File: src/rtl/gfm_pkg.sv
`timescale 1ns/1ps
package gfm_pkg;
    // Per-channel watch state
    typedef enum logic {
        WATCH_IDLE = 1'b0,
        WATCH_OPEN = 1'b1
    } watch_state_e;

    // Counter width that can hold values 0..n-1 (at least one bit)
    function automatic int unsigned span_bits(input int unsigned n);
        return (n < 2) ? 1 : $clog2(n);
    endfunction
endpackage

File: src/rtl/gfm_sync.sv
`timescale 1ns/1ps
module gfm_sync #(
    parameter int unsigned WIDTH  = 6,
    parameter int unsigned STAGES = 2
) (
    input  logic             clk,
    input  logic             rst_n,
    input  logic [WIDTH-1:0] din,
    output logic [WIDTH-1:0] dout
);
    logic [STAGES-1:0][WIDTH-1:0] pipe_d, pipe_q;

    always_comb begin
        pipe_d[0] = din;
        for (int s = 1; s < STAGES; s++) begin
            pipe_d[s] = pipe_q[s-1];
        end
    end

    always_ff @(posedge clk or negedge rst_n) begin
        if (!rst_n) pipe_q <= '0;
        else        pipe_q <= pipe_d;
    end

    assign dout = pipe_q[STAGES-1];
endmodule

File: src/rtl/gfm_blanker.sv
`timescale 1ns/1ps
module gfm_blanker #(
    parameter int unsigned BLANK_CYCLES = 16
) (
    input  logic clk,
    input  logic rst_n,
    input  logic enable,
    output logic blank
);
    localparam int unsigned HW = gfm_pkg::span_bits(BLANK_CYCLES + 1);
    localparam logic [HW-1:0] HOLD_INIT = HW'(BLANK_CYCLES);

    typedef struct packed {
        logic [HW-1:0] hold;
    } blank_state_t;

    blank_state_t st_d, st_q;

    always_comb begin
        st_d = st_q;
        if (st_q.hold != '0) st_d.hold = st_q.hold - 1'b1;
    end

    always_ff @(posedge clk or negedge rst_n) begin
        if (!rst_n) st_q.hold <= HOLD_INIT;
        else        st_q      <= st_d;
    end

    assign blank = (st_q.hold != '0) | ~enable;
endmodule

File: src/rtl/gfm_channel.sv
`timescale 1ns/1ps
module gfm_channel #(
    parameter int unsigned TIMEOUT = 200
) (
    input  logic clk,
    input  logic rst_n,
    input  logic blank,
    input  logic cmd,
    input  logic fb_sync,
    input  logic clr,
    output logic fault
);
    import gfm_pkg::*;

    localparam int unsigned    CW   = span_bits(TIMEOUT);
    localparam logic [CW-1:0]  LAST = CW'(TIMEOUT - 1);

    typedef struct packed {
        logic          prev;
        watch_state_e  state;
        logic          target;
        logic [CW-1:0] cnt;
        logic          fault;
    } chan_state_t;

    chan_state_t st_d, st_q;
    logic        cmd_edge;
    logic        trip;

    always_comb begin
        st_d     = st_q;
        trip     = 1'b0;
        cmd_edge = cmd ^ st_q.prev;
        st_d.prev = cmd;

        if (blank) begin
            st_d.state = WATCH_IDLE;
            st_d.cnt   = '0;
        end else if (cmd_edge) begin
            st_d.state  = WATCH_OPEN;
            st_d.target = cmd;
            st_d.cnt    = '0;
        end else if (st_q.state == WATCH_OPEN) begin
            if (fb_sync == st_q.target) begin
                st_d.state = WATCH_IDLE;
            end else if (st_q.cnt == LAST) begin
                trip       = 1'b1;
                st_d.state = WATCH_IDLE;
            end else begin
                st_d.cnt = st_q.cnt + 1'b1;
            end
        end

        // new trip wins over a simultaneous clear
        st_d.fault = trip | (st_q.fault & ~clr);
    end

    always_ff @(posedge clk or negedge rst_n) begin
        if (!rst_n) begin
            st_q.prev   <= 1'b0;
            st_q.state  <= WATCH_IDLE;
            st_q.target <= 1'b0;
            st_q.cnt    <= '0;
            st_q.fault  <= 1'b0;
        end else begin
            st_q <= st_d;
        end
    end

    assign fault = st_q.fault;
endmodule

File: src/rtl/gate_fb_monitor.sv
`timescale 1ns/1ps
module gate_fb_monitor #(
    parameter int unsigned NUM_CH       = 6,
    parameter int unsigned TIMEOUT      = 200,
    parameter int unsigned BLANK_CYCLES = 16,
    parameter int unsigned SYNC_STAGES  = 2
) (
    input  logic              clk,
    input  logic              rst_n,
    input  logic              fault_clr,
    input  logic              enable,
    input  logic [NUM_CH-1:0] cmd_i,
    input  logic [NUM_CH-1:0] fb_i,
    output logic              err_o,
    output logic [NUM_CH-1:0] fault_o
);
    typedef struct packed {
        logic err;
    } top_state_t;

    logic [NUM_CH-1:0] fb_sync;
    logic              blank;
    top_state_t        st_d, st_q;

    gfm_sync #(.WIDTH(NUM_CH), .STAGES(SYNC_STAGES)) u_sync (
        .clk  (clk),
        .rst_n(rst_n),
        .din  (fb_i),
        .dout (fb_sync)
    );

    gfm_blanker #(.BLANK_CYCLES(BLANK_CYCLES)) u_blank (
        .clk   (clk),
        .rst_n (rst_n),
        .enable(enable),
        .blank (blank)
    );

    for (genvar k = 0; k < NUM_CH; k++) begin : g_ch
        gfm_channel #(.TIMEOUT(TIMEOUT)) u_ch (
            .clk    (clk),
            .rst_n  (rst_n),
            .blank  (blank),
            .cmd    (cmd_i[k]),
            .fb_sync(fb_sync[k]),
            .clr    (fault_clr),
            .fault  (fault_o[k])
        );
    end

    always_comb begin
        st_d     = st_q;
        st_d.err = |fault_o;
    end

    always_ff @(posedge clk or negedge rst_n) begin
        if (!rst_n) st_q.err <= 1'b0;
        else        st_q     <= st_d;
    end

    assign err_o = st_q.err;
endmodule

File: config.mk
export PLATFORM = sky130hd
export DESIGN_NAME = gate_fb_monitor
export DESIGN_NICKNAME = d
export VERILOG_FILES = /design/src/rtl/gfm_pkg.sv /design/src/rtl/gfm_sync.sv /design/src/rtl/gfm_blanker.sv /design/src/rtl/gfm_channel.sv /design/src/rtl/gate_fb_monitor.sv
export SDC_FILE = /design/constraint.sdc
export NUM_CORES = 1
export LEC_CHECK = 0
export BUFFER_PORTS_ARGS = -buffer_cell sky130_fd_sc_hd__buf_2
export CORE_ASPECT_RATIO = 2
export CORE_MARGIN = 1
export CORE_UTILIZATION = 59
export CTS_CLUSTER_DIAMETER = 120
export DETAILED_ROUTE_END_ITERATION = 8
export PLACE_DENSITY = 0.85
export SLEW_MARGIN = 15
export SYNTH_ARGS = -nofsm -noshare
export SYNTH_HDL_FRONTEND = slang
export SYNTH_HIERARCHICAL = 1
export SYNTH_SLANG_ARGS = --single-unit
File: constraint.sdc
create_clock -name clk -period 2.4 [get_ports clk]
set_clock_uncertainty 0.05 [all_clocks]
set_input_delay 0.24 -clock clk [delete_from_list [all_inputs] [get_ports clk]]
set_output_delay 0.24 -clock clk [all_outputs]
set_load 0.01 [all_outputs]
==> summary.txt, run 1 <==
R2R depth = 8
FF+latch count, synth = 90
Die Wd = 62.6 um
crit path cell chain = inv_1 > ha_1 > nand2b_1 > nor3_4 > nand2_1 > inv_1 > or2b_2 > o41ai_2
remaining antenna violation count = 0
Setup crit end = g_ch[1].u_ch/st_q[8]
Final Net Count = 467
pwr dens = 661 mW/mm^2
# setup viols final = 0
initial core utilization = 0.620
clock-pin transition on the worst setup and hold timing paths = 60 ps
Syn Nets = 436
initial antenna violation count = 0
hold crit path type = in2reg
Antenna diodes = 0
cell count after placement = 514
Least-Margin Pin Slew = 529 ps
Via density = 6.18
max_cap viols = 0
first drt pass iteration count = 5
die area = 0.00772 mm^2
Layout Cells excl Fill = 538
Chip Height = 123 um
most frequent cells in the layout = dfrtp_1 (89), a21oi_1 (37), nor2_1 (29)
vias in the first global route = 3398
global routing's busiest layer = met2
H-tree levels = 3
Seq. cell area = 0.00225 mm^2
Root Buffer = clkbuf_16
Final Total Pwr = 3260 uW
r2r startpoint = u_blank/st_q[1]
post-layout util = 0.705
Final period util = 0.913
GRT Residual Overflow = 0
share of flip-flops with an asynchronous set or reset = 1.00
TritonCTS clock tree = done
worst skew pair latency = 340 ps
Post-synth EDFFs = 0
post-synth cell types = 41
Total GRT Usage = 0.262
fraction of layout cells with a size suffix above 1 = 0.156
post-DP HPWL = 6290 um
Routed Wire Length = 9190 um
multi-input logic area = 0.00194 mm^2
mean post-synth cell area = 10.5 um^2
Lkg Pwr = 0.00204 uW
Worst setup SP type = flip-flop
CP Class = reg2reg
setup TNS = 0 ps
Reg2Reg Setup Slack = 210 ps
largest net degree at the start of global routing = 58
Port Buffers = 22
crit-path most repeated cell = inv_1
hold path cells = 1
RSZ-0062 raised after global routing = no
synthesized area = 0.00434 mm^2
area of the core = 0.00699 mm^2
crit path time final = 2190 ps
most used flip-flop cell after synthesis = dfrtp_1
met1 Track Usage GR = 0.278
CTS buffer count = 9
Final GP Congestion = 0.898
met2 Use GR = 0.491
clock buffer depth = 2
CP required = 2570 ps
Area Overhead vs Synth = 13.7%
Critical Path Start = u_blank/st_q[1]
routed length per instance = 17.1 um
first-pass GRT wire length = 15600 um
WP data arrival = 2360 ps
Slew Limit Fails = 0
Final Hold Viols = 0
Worst IR Drop VDD = 0.563 mV
peak fanout along the critical path = 9
Crit-path slowest cell = or2b_2
grt met3 use = 0.0351
total number of vias = 3324
commonest non-fill, non-tap cell in the layout = dfrtp_1
status = complete, no violations
1st-iter DRT viols = 224
Seq/Total Area, Yosys = 0.520
CP Capture Type = flip-flop
site row count = 43
max incr delay on CP = 390 ps
DRC = 0
Peak Freq = 456 MHz
Max-slew headroom = 0.643
worst r2r dst = g_ch[1].u_ch/st_q[8]
FILL cells = 513
Yosys warning count = 6
num ports = 23
clk sinks = 90
Synth Instances = 412
area by class of cell:
class | instances | area share
Inverter | 27 | 0.0206
Clock buffer | 10 | 0.0485
Clock inverter | 6 | 0.0134
Timing Repair Buffer | 32 | 0.0447
Sequential cell | 90 | 0.457
Tap cell | 90 | 0.0228
Multi-Input combinational cell | 283 | 0.393
per-stage QoR:
step / worst slack (ps) / instance area (um^2) / hold slack [ps]
floorplan: 155 / 4340 / -106
global placement: 405 / 4530 / 170
detailed placement: 104 / 4530 / 179
CTS: 119 / 4920 / 1.27
global route: 62.1 / 4930 / 5.15
finish: 209 / 4930 / 10.2
synth_stat cells, types with 7 or more instances:
cell type / n / area (um^2)
nand3_1: 21 / 105
and2_2: 7 / 52.6
clkbuf_1: 10 / 37.5
or4_1: 12 / 90.1
inv_1: 27 / 101
nand2_1: 8 / 30.0
xnor2_1: 11 / 96.3
ha_1: 8 / 100
and4_1: 10 / 87.6
o31ai_1: 12 / 90.1
o21ai_0: 26 / 130
xor2_1: 17 / 149
a21oi_1: 37 / 185
or3_1: 7 / 43.8
dfrtp_1: 89 / 2230
nor2_1: 29 / 109
nand4_1: 16 / 100
critical path: cells and delay by family (launching register included):
kind	cells	cell delay (ps)
simple gates	4	870
flops	1	380
compound gates	1	370
buf+inv	2	200
fa+ha+maj	1	200
timing repair:
action / in CTS / in global routing
gates resized for setup: 0 / 2
setup endpoints to repair: 0 / 3
hold buffers: 8 / 0
hold endpoints to repair: 40 / 0
setup buffers: 0 / 0
worst min path at each step:
| stage | start | to |
|---|---|---|
| CTS | cmd_i[4] | g_ch[4].u_ch/st_q[11] |
| finish | cmd_i[4] | g_ch[4].u_ch/st_q[11] |
| global placement | rst_n | g_ch[5].u_ch/st_q[4] |
| floorplan | rst_n | err_o |
| global route | cmd_i[4] | g_ch[4].u_ch/st_q[11] |
| detailed placement | rst_n | g_ch[5].u_ch/st_q[4] |
power breakdown:
| group | internal (uW) | switching, uW |
|---|---|---|
| registers | 1560 | 46.6 |
| logic | 88.3 | 155 |
| clock network | 834 | 577 |
flip-flops by register name, indices dropped and copies added, names as in the netlist:
signal and cells:
err_o 1, g_ch.u_ch/fault 6, g_ch.u_ch/st_q 66, u_blank/st_q 5
u_sync/dout 6, u_sync/pipe_d 6
routing by layer:
metal	share of wire	wire, um	vias up
met2	0.57	5230	87
li1	-	-	1549
met3	0.031	282	23
met4	0.029	263	0
met5	0	0	-
met1	0.37	3420	1665
cell families after synthesis:
group / share of synthesized area
AO/OA/AOI/OAI: 0.118
adder cells (fa/ha/maj): 0.0231
multiplexers: 0.00231
XOR/XNOR: 0.0791
AND/OR/NAND/NOR: 0.221
flip-flops: 0.520
buffers and inverters: 0.0364
Power figures use the tool's default switching activity.
==> run 2: changes to the inputs <==
ABC_AREA = 1   (was not set)
GPL_TIMING_DRIVEN = 0   (was not set)
SYNTH_HIERARCHICAL = not set   (was 1)
==> run 2 against run 1 <==
- critical path depth did not move
- via count rose by 18%
- power rose by 3.1%
- global-route usage fell by 1.1 points
- wire length rose by 0.76%
- critical endpoint is now g_ch[5].u_ch.st_q[1]
- largest power group unchanged
- highest routed layer unchanged
==> summary.txt, run 2 <==
worst r2r dst = g_ch[5].u_ch.st_q[1]
worst skew pair latency = 350 ps (about the same)
fraction of layout cells with a size suffix above 1 = 0.110 (-0.0465)
cell with the most instances after synthesis = nand2_1
pre-CTS setup slack = 618 ps (+513 ps)
initial core utilization = 0.606 (-0.0136)
post-synth top area share = 0.483 (-0.0304)
Seq/Total Area, Yosys = 0.489 (-0.0308)
cell taking the most area after synthesis = dfrtp_1
H-tree levels = 3 (unchanged)
Hold EP = g_ch[5].u_ch.fault
post-DP HPWL = 6630 um (+5.5%)
RSZ-0062 raised after global routing = no
setup TNS = 0 ps (unchanged)
Syn Nets = 618 (+42%)
Least-Margin Pin Slew = 492 ps (-37.0 ps)
clk sinks = 90 (unchanged)
commonest non-fill, non-tap cell in the layout = nand2_1
Worst IR Drop VDD = 0.569 mV (+0.98%)
Most flops, register = g_ch.u_ch.st_q
Seq. cell area = 0.00225 mm^2 (unchanged)
final setup margin = 592 ps (+383 ps)
peak fanout along the critical path = 5 (-4)
FILL cells = 586 (+14%)
worst hold slack = 71.5 ps (+61.3 ps)
# setup viols final = 0 (unchanged)
remaining antenna violation count = 0 (unchanged)
Final Net Count = 665 (+42%)
post-synth cell types = 33 (-20%)
hold_sp = fault_clr
GRT Residual Overflow = 0 (unchanged)
1st-iter DRT viols = 252 (+13%)
Chip Height = 127 um (+3.0%)
Die Wd = 64.5 um (+3.0%)
share of flip-flops with an asynchronous set or reset = 1.00 (unchanged)
die area = 0.00819 mm^2 (+6.1%)
most used flip-flop cell after synthesis = dfrtp_1
post-layout util = 0.699 (-0.00558)
Total GRT Usage = 0.251 (-0.0107)
Via density = 5.28 (-15%)
Reg2Reg Setup Slack = 590 ps (+380 ps)
pwr dens = 633 mW/mm^2 (-4.3%)
CP Capture Type = flip-flop
Worst setup SP type = flip-flop
Synth Instances = 595 (+44%)
CP Class = reg2reg
routed length per instance = 12.5 um (-27%)
Lkg Pwr = 0.00268 uW (+31%)
Final period util = 0.753 (-0.160)
max_cap viols = 0 (unchanged)
Synth top cells by count = nand2_1 (166), dfrtp_1 (89), inv_1 (85), nor2_1 (85), nand3_1 (43)
DRC = 0 (unchanged)
Area Overhead vs Synth = 15.4%
Routed Wire Length = 9260 um (+0.76%)
Root Buffer = clkbuf_16
crit path time final = 1810 ps (-383 ps)
mean post-synth cell area = 7.74 um^2 (-26%)
Max-slew headroom = 0.672 (+0.0291)
first drt pass iteration count = 4 (-1)
Slew Limit Fails = 0 (unchanged)
Yosys warning count = 0 (-6)
CP required = 2600 ps (+30 ps)
clock buffer depth = 2 (unchanged)
Final GP Congestion = 0.862 (-4.0%)
CTS buffer count = 9 (unchanged)
most frequent cells in the layout = nand2_1 (166), dfrtp_1 (89), inv_1 (85), nor2_1 (85), nand3_1 (43)
site row count = 45 (+4.7%)
Antenna diodes = 0 (unchanged)
r2r startpoint = u_blank.st_q[0]
clock-pin transition on the worst setup and hold timing paths = 60 ps (about the same)
area of the core = 0.00760 mm^2 (+8.7%)
Port Buffers = 22 (unchanged)
max reg flops = 66 (unchanged)
multi-input logic area = 0.00193 mm^2 (-0.19%)
R2R depth = 8 (unchanged)
TritonCTS clock tree = done
first-pass GRT wire length = 15800 um (+1.7%)
hold path cells = 2 (+1)
synthesized area = 0.00461 mm^2 (+6.3%)
total number of vias = 3912 (+18%)
FF+latch count, synth = 90 (unchanged)
WP data arrival = 2010 ps (-350 ps)
Peak Freq = 553 MHz (+21%)
hold crit path type = in2reg
status = complete, no violations
num ports = 23 (unchanged)
largest net degree at the start of global routing = 56 (-3.4%)
Post-synth EDFFs = 0 (unchanged)
Final Instance Area = 0.00532 mm^2 (+7.8%)
Final Hold Viols = 0 (unchanged)
initial antenna violation count = 0 (unchanged)
vias in the first global route = 3928 (+16%)
synth top area cells = dfrtp_1 (48%), nand2_1 (14%), inv_1 (6.9%), nor2_1 (6.9%), nand3_1 (4.7%)
dpl cell area = 0.00487 mm^2 (+7.4%)
-- run 2: cell count changes after synthesis, moves of 11 or more --
cell,delta
o31ai_1,-12
a21oi_1,-23
inv_1,+58
nand2_1,+158
nand3_1,+22
xor2_1,-11
or4_1,-12
nor2_1,+56
-- run 2: layout make-up --
type / instances / area share
Sequential cell: 90 / 0.424
Multi-Input combinational cell: 408 / 0.364
Inverter: 88 / 0.0633
Timing Repair Buffer: 36 / 0.0508
Clock buffer: 11 / 0.0457
Tap cell: 94 / 0.0221
Buffer: 9 / 0.0158
Clock inverter: 5 / 0.0146
-- run 2: repair_timing --
item	4_1_cts	5_1_grt
setup buffers	0	0
hold endpoints to repair	46	0
gates resized for setup	0	0
hold buffers	13	0
-- run 2: metrics by stage --
stage,instances,power (uW)
2_1_floorplan,595,1770
3_3_place_gp,711,1850
5_1_grt,741,3470
6_report,741,3360
4_1_cts,741,3400
3_5_place_dp,712,1870
-- run 2: kinds of logic after synthesis --
| group | after synthesis | synth area share |
|---|---|---|
| and+or+nand+nor | 332 | 0.313 |
| xor gates and xnor gates | 9 | 0.0171 |
| DFF | 90 | 0.489 |
| buffers and inverters | 97 | 0.0912 |
| adders and majority gates | 7 | 0.0190 |
| AOI/OAI and AO/OA | 60 | 0.0709 |
-- run 2: worst max path at each step --
stage / from / endpoint / slack [ps] / cells past startpoint
floorplan: u_blank.st_q[0] / g_ch[4].u_ch.st_q[9] / 880 / 8
global placement: rst_n / g_ch[4].u_ch.st_q[8] / 240 / 1
detailed placement: u_blank.st_q[0] / g_ch[5].u_ch.st_q[1] / 620 / 8
CTS: u_blank.st_q[0] / g_ch[5].u_ch.st_q[1] / 590 / 8
global route: u_blank.st_q[0] / g_ch[5].u_ch.st_q[1] / 420 / 8
finish: u_blank.st_q[0] / g_ch[5].u_ch.st_q[1] / 590 / 8
-- run 2: report_power, final --
part           switching [uW]  internal, uW  total [uW]
logic                     175          87.6         262
clock network             571           937        1510
registers                29.3          1560        1590
-- run 2: per-layer routing --
metal  GRT usage  part of all wire
met1       0.255              0.39
met2       0.455              0.54
met3      0.0527             0.032
met4       0.154             0.038
met5           0                 0
-- run 2: worst max-delay path, stage by stage, from the launching register on --
cell	delay (ps)
dfrtp_1	390
inv_1	110
ha_1	260
nand3_4	130
nor2_4	160
nand2_1	120
nor2_1	310
nand2_1	70
o21ai_0	100
==> run 3: changes to the inputs <==
ABC_AREA = 0   (was 1)
CORE_UTILIZATION = 55   (was 59)
PLACE_DENSITY = 0.84   (was 0.85)
clock period = 1.6 ns   (was 2.4 ns; I/O delays follow)
==> run 3 against run 2 <==
- the run now ends with negative setup slack left
- area after synthesis is 8.1% lower
- critical path depth shrank 1
- global-route usage is 1.4 points higher
- sequential share of layout area decreased by 1.5 points
- die area down 1.4%
- clock power is 28% higher
- worst setup slack lost 1000 ps
- flip-flop and latch count did not move
- clock-buffer cell count increased by 3
- worst hold slack gained 32 ps
- wire length grew 13%
- critical path type unchanged
- critical endpoint is now g_ch[0].u_ch.st_q[1]
==> summary.txt, run 3 <==
status = finished, violations left
failing checks = negative setup slack
Total GRT Usage = 0.265 (+0.0141)
most frequent cells in the layout = dfrtp_1 (89), a21oi_2 (42), o21ai_0 (23)
Max-slew headroom = 0.441 (-0.231)
FILL cells = 467 (-20%)
remaining antenna violation count = 0 (unchanged)
CP required = 1830 ps (-770 ps)
cell taking the most area after synthesis = dfrtp_1
Chip Height = 126 um (-0.69%)
Synth Area in Adders = 0.0207 (+0.00167)
hold crit path type = in2reg
Syn Nets = 447 (-28%)
pwr dens = 875 mW/mm^2 (+38%)
Synth Area in XOR/XNOR = 0.0496 (+0.0325)
worst skew pair latency = 340 ps (about the same)
max reg flops = 66 (unchanged)
1st-iter DRT viols = 299 (+19%)
commonest non-fill, non-tap cell in the layout = dfrtp_1
post-synth top area share = 0.526 (+0.0425)
Most flops, register = g_ch.u_ch.st_q
initial core utilization = 0.574 (-0.0321)
hold_sp = fault_clr
total number of vias = 3625 (-7.3%)
vias in the first global route = 3655 (-7.0%)
multi-input logic area = 0.00219 mm^2 (+13%)
Final GP Congestion = 0.853 (-1.0%)
clock-pin transition on the worst setup and hold timing paths = 60 ps (about the same)
RSZ-0062 raised after global routing = yes
max_cap viols = 0 (unchanged)
GRT Residual Overflow = 0 (unchanged)
Seq/Total Area, Yosys = 0.532 (+0.0430)
Synth Area in Simple Gates = 0.211 (-0.102)
largest net degree at the start of global routing = 53 (-5.4%)
Worst IR Drop VDD = 0.869 mV (+53%)
WP data arrival = 2280 ps (+270 ps)
initial antenna violation count = 0 (unchanged)
cell with the most instances after synthesis = dfrtp_1
CP Capture Type = flip-flop
H-tree levels = 3 (unchanged)
post-DP HPWL = 5990 um (-9.7%)
max incr delay on CP = 530 ps (+140 ps)
dpl cell area = 0.00467 mm^2 (-4.0%)
Slew Limit Fails = 0 (unchanged)
Area Overhead vs Synth = 30.1%
clk sinks = 90 (unchanged)
Final period util = 1.29 (+0.532)
Via density = 6.21 (+18%)
Synth Instances = 424 (-29%)
Least-Margin Pin Slew = 832 ps (+340 ps)
Lkg Pwr = 0.00225 uW (-16%)
Routed Wire Length = 10500 um (+13%)
crit path cell chain = inv_1 > ha_2 > or4b_4 > buf_4 > or3_4 > clkbuf_16 > a21oi_2
clock buffer depth = 2 (unchanged)
largest family of logic cells by synthesized area = simple AND/OR/NAND/NOR gates
CTS buffer count = 9 (unchanged)
Final Hold Viols = 0 (unchanged)
Peak Freq = 486 MHz (-12%)
setup TNS = -21460 ps (-21460 ps)
Seq. cell area = 0.00225 mm^2 (unchanged)
Root Buffer = clkbuf_16
Reg2Reg Setup Slack = -460 ps (-1050 ps)
Post-synth EDFFs = 0 (unchanged)
Final Net Count = 510 (-23%)
mean post-synth cell area = 9.99 um^2 (+29%)
Final Total Pwr = 4820 uW (+43%)
# setup viols final = 66 (+66)
Final Instance Area = 0.00551 mm^2 (+3.7%)
FF+latch count, synth = 90 (unchanged)
Die Wd = 64.1 um (-0.68%)
Synth top cells by count = dfrtp_1 (89), a21oi_1 (50), o21ai_0 (28)
area of the core = 0.00738 mm^2 (-2.9%)
Antenna diodes = 0 (unchanged)
synth top area cells = dfrtp_1 (53%), a21oi_1 (5.9%), xor2_1 (4.1%), o21ai_0 (3.3%), o31ai_1 (3.0%)
crit path time final = 2060 ps (+249 ps)
peak fanout along the critical path = 6 (+1)
num ports = 23 (unchanged)
Crit-path slowest cell = or4b_4
die area = 0.00808 mm^2 (-1.4%)
mux share of post-synthesis cell area = 0.00266 (+0.00266)
Worst setup SP type = flip-flop
site row count = 44 (-2.2%)
DRC = 0 (unchanged)
Critical Path Start = u_blank.st_q[0]
Compound-Gate Fraction of Synth Area = 0.142 (+0.0709)
synthesized area = 0.00424 mm^2 (-8.1%)
fraction of layout cells with a size suffix above 1 = 0.307 (+0.197)
first drt pass iteration count = 5 (+1)
most used flip-flop cell after synthesis = dfrtp_1
Yosys warning count = 0 (unchanged)
TritonCTS clock tree = done
final setup margin = -457 ps (-1050 ps)
post-synth cell types = 36 (+9.1%)
first-pass GRT wire length = 16600 um (+4.9%)
r2r startpoint = u_blank.st_q[0]
CP Class = reg2reg
pre-CTS setup slack = -897 ps (-1510 ps)
share of flip-flops with an asynchronous set or reset = 1.00 (unchanged)
routed length per instance = 18.0 um (+44%)
Port Buffers = 22 (unchanged)
==> run 3: changes by cell type after synthesis, moves of 10 or more <==
cell / before / now
nand2_1: 166 / 22
inv_1: 85 / 20
nor2_1: 85 / 24
a21oi_1: 14 / 50
nand3_1: 43 / 16
or3_1: 0 / 18
o31ai_1: 0 / 17
or4_1: 0 / 15
xor2_1: 6 / 20
and3_1: 0 / 13
and2_1: 0 / 12
clkbuf_1: 0 / 11
o21ai_1: 10 / 0
==> run 3: kinds of logic (layout without fill, tap and decap cells) <==
kind of cell / Yosys count / in the layout
flops: 90 / 90
mux: 1 / 1
compound gates: 105 / 105
simple gates: 158 / 159
fa+ha+maj: 7 / 7
xor+xnor: 24 / 24
buf+inv: 39 / 106
==> run 3: per-stage QoR <==
step / cells / hold WS, ps / util
final: 584 / 103 / 0.747
after global routing: 584 / 107 / 0.747
after CTS: 571 / 87.3 / 0.711
after detailed placement: 539 / 116 / 0.633
after global placement: 538 / 218 / 0.629
after floorplan: 424 / -186 / -
==> run 3: repair_timing <==
item,in CTS,in global routing
pin swaps,12,12
endpoints found under the hold margin,49,0
setup endpoints to repair,66,67
hold buffers,13,0
cloned,2,2
resized for setup,44,42
buffers inserted,6,14
==> run 3: worst paths after layout <==
path / endpoint / cells after the start
min in group asynchronous: g_ch[4].u_ch.st_q[1] / 2
max in group asynchronous: g_ch[2].u_ch.st_q[1] / 3
min reg2reg: u_sync.dout[5] / 0
min: g_ch[5].u_ch.fault / 2
max reg2reg: g_ch[0].u_ch.st_q[1] / 7
max: g_ch[0].u_ch.st_q[1] / 7
==> run 3: layout make-up <==
cell class,count,area share
multi-input combinational,296,0.397
clock buffer,14,0.0461
sequential,90,0.409
tap,92,0.0209
timing repair buffer,57,0.0872
inverter,20,0.0136
buffer,13,0.0238
clock inverter,2,0.00227
==> run 3: routing by layer <==
layer,track usage,share of wire
met5,0,0
met4,0.130,0.038
met3,0.0498,0.039
met2,0.469,0.54
met1,0.299,0.39
==> run 3: where the power goes <==
part	total [uW]	switching, uW	internal, uW	leakage [uW]
clock	1930	831	1090	0.000127
sequential	2410	67.4	2340	0.00119
combinational	491	293	197	0.000940
total	4820	1190	3630	0.00225
==> run 3: critical path: cells and delay by family (launching register included) <==
family,cells,cell delay [ps]
AOI/OAI and AO/OA,1,90
buffers and inverters,3,410
adders and majority gates,1,170
DFF,1,390
and+or+nand+nor,2,890
